--- src/rtl/intc_pkg.sv ---
package intc_pkg;
  localparam int unsigned ADDR_W = 4;

  typedef enum logic [ADDR_W-1:0] {
    W_NSTAT  = 4'd0,
    W_NRAW   = 4'd1,
    W_NSET   = 4'd2,
    W_NCLR   = 4'd3,
    W_SWSET  = 4'd4,
    W_SWCLR  = 4'd5,
    W_FSTAT  = 4'd8,
    W_FRAW   = 4'd9,
    W_FSET   = 4'd10,
    W_FCLR   = 4'd11
  } word_e;

  localparam int unsigned NPATH = 2;
  localparam int unsigned P_NORM = 0;
  localparam int unsigned P_FAST = 1;
endpackage

--- src/rtl/intc_mask_reg.sv ---
module intc_mask_reg #(
  parameter int unsigned W = 32
) (
  input  logic         clk,
  input  logic         rst_n,
  input  logic         set_stb,
  input  logic         clr_stb,
  input  logic [W-1:0] wdata,
  output logic [W-1:0] mask
);
  function automatic logic [W-1:0] mask_next(logic [W-1:0] cur, logic s, logic c,
                                             logic [W-1:0] d);
    logic [W-1:0] n;
    n = cur;
    if (s) n = n | d;
    if (c) n = n & ~d;
    return n;
  endfunction

  always_ff @(posedge clk or negedge rst_n) begin
    if (!rst_n) mask <= '0;
    else        mask <= mask_next(mask, set_stb, clr_stb, wdata);
  end
endmodule

--- src/rtl/intc_soft_latch.sv ---
module intc_soft_latch (
  input  logic clk,
  input  logic rst_n,
  input  logic set_stb,
  input  logic clr_stb,
  output logic latch_q
);
  always_ff @(posedge clk or negedge rst_n) begin
    if (!rst_n)       latch_q <= 1'b0;
    else if (set_stb) latch_q <= 1'b1;
    else if (clr_stb) latch_q <= 1'b0;
  end
endmodule

--- src/rtl/intc_out_stage.sv ---
module intc_out_stage #(
  parameter int unsigned W = 32
) (
  input  logic         clk,
  input  logic         rst_n,
  input  logic [W-1:0] raw,
  input  logic [W-1:0] mask,
  output logic         pend,
  output logic         req_q
);
  function automatic logic any_passed(logic [W-1:0] r, logic [W-1:0] m);
    return |(r & m);
  endfunction

  assign pend = any_passed(raw, mask);

  always_ff @(posedge clk or negedge rst_n) begin
    if (!rst_n) req_q <= 1'b0;
    else        req_q <= pend;
  end
endmodule

--- src/rtl/intc_read_mux.sv ---
module intc_read_mux
  import intc_pkg::*;
#(
  parameter int unsigned W = 32
) (
  input  logic              rd_en,
  input  logic [ADDR_W-1:0] rd_addr,
  input  logic [W-1:0]      raw,
  input  logic [W-1:0]      norm_mask,
  input  logic [W-1:0]      fast_mask,
  output logic [W-1:0]      rdata
);
  logic [W-1:0] sel_val;

  always_comb begin
    unique case (rd_addr)
      W_NSTAT: sel_val = raw & norm_mask;
      W_NRAW:  sel_val = raw;
      W_NSET:  sel_val = norm_mask;
      W_SWSET: sel_val = {{(W-1){1'b0}}, raw[0]};
      W_FSTAT: sel_val = raw & fast_mask;
      W_FRAW:  sel_val = raw;
      W_FSET:  sel_val = fast_mask;
      default: sel_val = '0;
    endcase
  end

  assign rdata = rd_en ? sel_val : '0;
endmodule

--- src/rtl/dual_path_intc.sv ---
module dual_path_intc
  import intc_pkg::*;
#(
  parameter int unsigned NSRC = 32
) (
  input  logic              clk,
  input  logic              rst_n,
  input  logic [NSRC-1:0]   src_lvl,
  input  logic              acc_sel,
  input  logic              acc_wr,
  input  logic [ADDR_W-1:0] acc_addr,
  input  logic [NSRC-1:0]   acc_wdata,
  output logic [NSRC-1:0]   acc_rdata,
  output logic              irq_o,
  output logic              fiq_o
);
  logic                       wr_fire;
  logic                       rd_fire;
  logic                       soft_q;
  logic [NSRC-1:0]            raw_lvl;
  logic [NPATH-1:0]           set_stb;
  logic [NPATH-1:0]           clr_stb;
  logic [NPATH-1:0][NSRC-1:0] path_mask;
  logic [NPATH-1:0]           path_pend;
  logic [NPATH-1:0]           path_req;
  logic [NSRC-1:0]            irq_mask;
  logic [NSRC-1:0]            fiq_mask;

  assign wr_fire = acc_sel & acc_wr;
  assign rd_fire = acc_sel & ~acc_wr;

  assign set_stb[P_NORM] = wr_fire && (acc_addr == W_NSET);
  assign clr_stb[P_NORM] = wr_fire && (acc_addr == W_NCLR);
  assign set_stb[P_FAST] = wr_fire && (acc_addr == W_FSET);
  assign clr_stb[P_FAST] = wr_fire && (acc_addr == W_FCLR);

  intc_soft_latch u_soft (
    .clk     (clk),
    .rst_n   (rst_n),
    .set_stb (wr_fire && (acc_addr == W_SWSET) && acc_wdata[0]),
    .clr_stb (wr_fire && (acc_addr == W_SWCLR) && acc_wdata[0]),
    .latch_q (soft_q)
  );

  assign raw_lvl = src_lvl | {{(NSRC-1){1'b0}}, soft_q};

  for (genvar p = 0; p < NPATH; p++) begin : g_path
    intc_mask_reg #(.W(NSRC)) u_mask (
      .clk     (clk),
      .rst_n   (rst_n),
      .set_stb (set_stb[p]),
      .clr_stb (clr_stb[p]),
      .wdata   (acc_wdata),
      .mask    (path_mask[p])
    );
    intc_out_stage #(.W(NSRC)) u_out (
      .clk   (clk),
      .rst_n (rst_n),
      .raw   (raw_lvl),
      .mask  (path_mask[p]),
      .pend  (path_pend[p]),
      .req_q (path_req[p])
    );
  end

  assign irq_mask = path_mask[P_NORM];
  assign fiq_mask = path_mask[P_FAST];
  assign irq_o    = path_req[P_NORM];
  assign fiq_o    = path_req[P_FAST];

  intc_read_mux #(.W(NSRC)) u_rd (
    .rd_en     (rd_fire),
    .rd_addr   (acc_addr),
    .raw       (raw_lvl),
    .norm_mask (irq_mask),
    .fast_mask (fiq_mask),
    .rdata     (acc_rdata)
  );
endmodule

--- config.mk ---
export PLATFORM = sky130hd
export DESIGN_NAME = dual_path_intc
export DESIGN_NICKNAME = d
export VERILOG_FILES = /design/src/rtl/intc_pkg.sv /design/src/rtl/intc_mask_reg.sv /design/src/rtl/intc_soft_latch.sv /design/src/rtl/intc_out_stage.sv /design/src/rtl/intc_read_mux.sv /design/src/rtl/dual_path_intc.sv
export SDC_FILE = /design/constraint.sdc
export NUM_CORES = 1
export LEC_CHECK = 0
export ABC_AREA = 1
export BUFFER_PORTS_ARGS = -buffer_cell sky130_fd_sc_hd__buf_2
export CAP_MARGIN = 25
export CORE_MARGIN = 2
export CORE_UTILIZATION = 60
export CTS_BUF_LIST = sky130_fd_sc_hd__clkbuf_2 sky130_fd_sc_hd__clkbuf_4 sky130_fd_sc_hd__clkbuf_8
export DETAILED_ROUTE_END_ITERATION = 16
export HOLD_SLACK_MARGIN = 0.06
export PLACE_DENSITY = 0.95
export SLEW_MARGIN = 30
export SYNTH_ARGS = -nofsm -noshare
export SYNTH_HDL_FRONTEND = slang
export SYNTH_SLANG_ARGS = --single-unit
--- constraint.sdc ---
create_clock -name clk -period 3.2 [get_ports clk]
set_input_delay 0.64 -clock clk [delete_from_list [all_inputs] [get_ports clk]]
set_output_delay 0.64 -clock clk [all_outputs]
set_load 0.005 [all_outputs]
### Yosys cells after proc, flatten, opt, wreduce, memory -nomap -nowiden

Index checks and enable logic that the tools add are counted.

* logic and storage cells: 46
* input bits: 72
* register bits: 67
* output and inout port bits: 34

* reduce and logical (&&, ||, !) cells: 13
* bitwise gates (word level): 11
* equality and inequality tests: 9
* mux-type cells: 8

Operator list (count)
* 32-bit one-hot mux with 6 select lines: 1
* 32-bit two-way mux: 5
* 32-bit AND: 4
* 32-bit bitwise OR: 2
* 32-bit OR reduction: 2
* 32-bit NOT: 1
* 32-bit by 1-bit bitwise OR with 32-bit output: 1
* 4-bit equality test (second input constant): 4
* 4-bit by 2-bit equality test with 1-bit output (second input constant): 2
* 4-bit by 3-bit equality test with 1-bit output (second input constant): 2
* 1-bit logical AND: 8
* 4-bit by 1-bit equality test with 1-bit output (second input constant): 1
* 4-bit logical NOT: 1
* 1-bit AND: 2
* 1-bit two-way mux: 2
* 2-bit nonzero test: 1
* 2-bit OR reduction: 1
* 1-bit NOT: 1

### Depth between registers and ports, before layout

* depth in word-level cells: 5
* depth in mapped cells: 8
* gate-level depth less buffers: 7

### By module

Synthesis repeated with hierarchy kept, for this count alone.

* cell total of the unflattened synthesis: 939
* area, all modules: 5283.8 µm²

By module, submodules not included
* intc_mask_reg: seq. area each 800.8 µm², cells an instance 230, instances 2, area an instance 1570.3 µm²
* intc_read_mux: seq. area each 0.0 µm², cells an instance 321, instances 1, area an instance 1481.4 µm²
* intc_out_stage: seq. area each 25.0 µm², cells an instance 64, instances 2, area an instance 261.5 µm²
* dual_path_intc: seq. area each 0.0 µm², cells an instance 25, instances 1, area an instance 98.8 µm²
* intc_soft_latch: seq. area each 25.0 µm², cells an instance 5, instances 1, area an instance 40.0 µm²

### Worst setup path before layout

Ideal clock, no wire load.

* path kind: input -> output
* start point: input port acc_addr[0]
* end point: output port acc_rdata[0]
* slack: 1.023 ns
* stages on the path: 6
* path buffers: 1
* data arrival time: 1.537 ns
* cell sequence: nor2_1 nand2_1 buf_2 nor2_1 nor2_1 a21oi_1

* word-level cells in the longest chain between the ends: 4

Ends and longest elaborated chain
* start: declaration: RTL line dual_path_intc.sv:11 `input logic [ADDR_W-1:0] acc_addr,`
* 4-bit by 1-bit equality test with 1-bit output / 4-bit equality test (equally long branches): RTL line intc_read_mux.sv:16 `unique case (rd_addr)`
* 2-bit OR reduction (no line)
* 32-bit one-hot mux with 6 select lines (*): RTL line intc_read_mux.sv:16
* 32-bit two-way mux (*): RTL line intc_read_mux.sv:28 `assign rdata = rd_en ? sel_val : '0;`
* end: declaration: RTL line dual_path_intc.sv:13 `output logic [NSRC-1:0] acc_rdata,`

Every way passes the cells marked *; elsewhere a longest branch is shown, timed or not.

### Final worst setup path

* start point: input port acc_addr[0]
* end point: output port acc_rdata[14]

Same word-level chain as after synthesis.

==> flow_summary.toml <==
[run_status]
status = "completed"

[yosys]
synth_common_cells = "226 x nand2_1, 90 x nor2_1, 67 x dfrtp_1, 64 x a21oi_1, 45 x inv_1"
postSynthCellCount = 672
syn-num-nets = 744
synthArstFlopShare = 1.00
yosysWarnings = 0
ys_types = 16
synth_most_common_cell = "nand2_1"
ys_ff_latch = 67
synth_top_area_share = 0.384
synth_ff_type = "dfrtp_1"
synth_edf_count = 0
yosys.area.top_type = "dfrtp_1"
syn_area_sq_mm = 0.00437
synth_area_leaders = "dfrtp_1 38%, nand2_1 19%, nor2_1 7.7%, a21oi_1 7.3%, a22oi_1 5.3%"
seq_area_frac_synth = 0.384
syn-mean-instance-area_sq_um = 6.50

[drt]
vias = 5443
ant_nets = 0
dr.first_iter.drc_count = 804
first_pass_iters = 7
routedWlPerCell_um = 16.5
wirelength_um = 14500
drt-vias-per-instance = 6.19
drc = 0

[clocking]
clk_pin_slew_ns = 0.08
cts_tree = "yes"
insertion_delay_ns = 0.36
cts_buffers = 9
htree_levels = 3
hold_buffers = 0
postCtsSetupRepairBufs = 0
cts_buffer_depth = 2
clock-sinks = 67
cts_resized = 0
root_buffer = "clkbuf_8"

[grt]
antenna_found_initial = 0
grt_max_degree = 40
gr-usage-met2 = 0.581
use_met3 = 0.0693
grt_pass1_vias = 4889
met1_usage = 0.488
grt_first_pass_wirelength_um = 22500
busiest_layer = "met2"
grt_overflow = 0
track_usage = 0.368

[power_and_ir_drop]
p_per_area_mw_per_mm2 = 471
total_power_mw = 2.48
power_leakage_nw = 2.66
ir_drop_mv = 0.327

[sta]
min_period_ns = 2.73
fin_worst_skew_ns = 0.00925
finalCritPeriodShare = 0.852
fin_setup_tns_ns = 0
final_hold_viol_count = 0
rsz0062_at_grt = "false"
setup_violations = 0
slew_headroom = 0.561
worstMarginPinSlew_ns = 0.657
finalMaxSlewViolations = 0
fmax_ghz = 0.367

[worst_setup_path]
worstPathArrival_ns = 2.09
reg2reg_to = "g_path[1].u_out.req_q"
startpoint_type = "input port"
cp.required_ns = 2.56
critPathMaxStageDelay_ns = 0.34
crit_path_end_kind = "primary output"
crit_fanout = 31
path_buf_inv = 4
path_delay_family = "buffers and inverters"
crit_start = "acc_addr[0]"
path_cells = "buf_2 > inv_1 > nand2_1 > nor2_2 > buf_4 > nand2_1 > nand3_1 > nor2_1 > nor2_1 > buf_2"
reg2reg_depth = 6
path_class = "in -> out"
r2r_slack_ns = 2.05
crit_slowest_cell = "buf_4"

[finish]
drive_gt1_frac = 0.194
area_delta_synth_final_pct = 20.4
fin_nets = 847
n_antenna_cell = 0

[floorplan]
io_pins = 106
start_util = 0.612
die_width_um = 89.3
die_area_sq_mm = 0.00798
core_area_sq_mm = 0.00714
fp.dieH_um = 89.3
rows = 31

[run]
cap_violations = 0

[place]
hpwl_um = 9800
portBuffers = 105
place.gp.congestion = 0.944

[min_path]
hp-class = "in -> async"
## how the worst max path moves through the flow
stage                    endpoint  slack [ns]  cells past startpoint
floorplan            acc_rdata[0]        1.02                      6
global placement    acc_rdata[14]        0.60                     10
detailed placement  acc_rdata[14]        0.54                     10
CTS                 acc_rdata[14]        0.50                     10
global route        acc_rdata[16]        0.37                     10
finish              acc_rdata[14]        0.47                     10
## layout make-up
cell class                      count  area [sq um]
Multi-Input combinational cell    527          2400
Fill cell                         587          1870
Sequential cell                    67          1680
Timing Repair Buffer              123           673
Inverter                           47           176
Clock buffer                       12           159
Tap cell                           99           124
Clock inverter                      4          48.8
## metrics by stage
stage | std cells | setup WS (ns) | utilization | instance area (sq um) | hold slack [ns]
final | 879 | 0.473 | 0.737 | 5260 | 0.306
after global routing | 879 | 0.367 | 0.737 | 5260 | 0.335
after CTS | 879 | 0.503 | 0.737 | 5260 | 0.324
after detailed placement | 863 | 0.539 | 0.708 | 5050 | 0.524
after global placement | 863 | 0.598 | 0.708 | 5050 | 0.518
after floorplan | 672 | 1.02 | - | 4370 | 0.344
## cells by family (layout without fill, tap and decap cells)
logic type	after synthesis	in the layout	share of synthesized area
buf+inv	78	186	0.0716
flops	67	67	0.384
compound gates	130	130	0.167
simple gates	397	397	0.378
## where the power goes
part	total (mW)	switching, mW	leakage (nW)	internal (mW)
registers	1.17	0.160	0.773	1.01
clock network	0.766	0.355	0.110	0.411
logic	0.545	0.337	1.78	0.208
## cell usage in the layout (no fill, tap or decap), drive strengths merged
cell,instances
nor2,93
a21oi,64
bufinv,1
nor3,3
clkbuf,12
a22oi,31
buf,123
inv,47
clkinv,3
nand3,38
nand2,226
nand4,37
dfrtp,67
o21ai,35
## routing by layer
metal	vias to the layer above	wire length, um
met5	-	0
met4	0	584
met3	83	1720
met2	427	6720
met1	2493	5470
li1	2440	-
## worst reg2reg max path: stages, from the launching register on
cell and delay, ns:
dfrtp_1 0.42, nand2_1 0.11, nand2_1 0.06, a21oi_1 0.11, nand2_1 0.06, nor2_1 0.16, nand3_1 0.12
No activity file was read; power rests on OpenSTA's default activity.
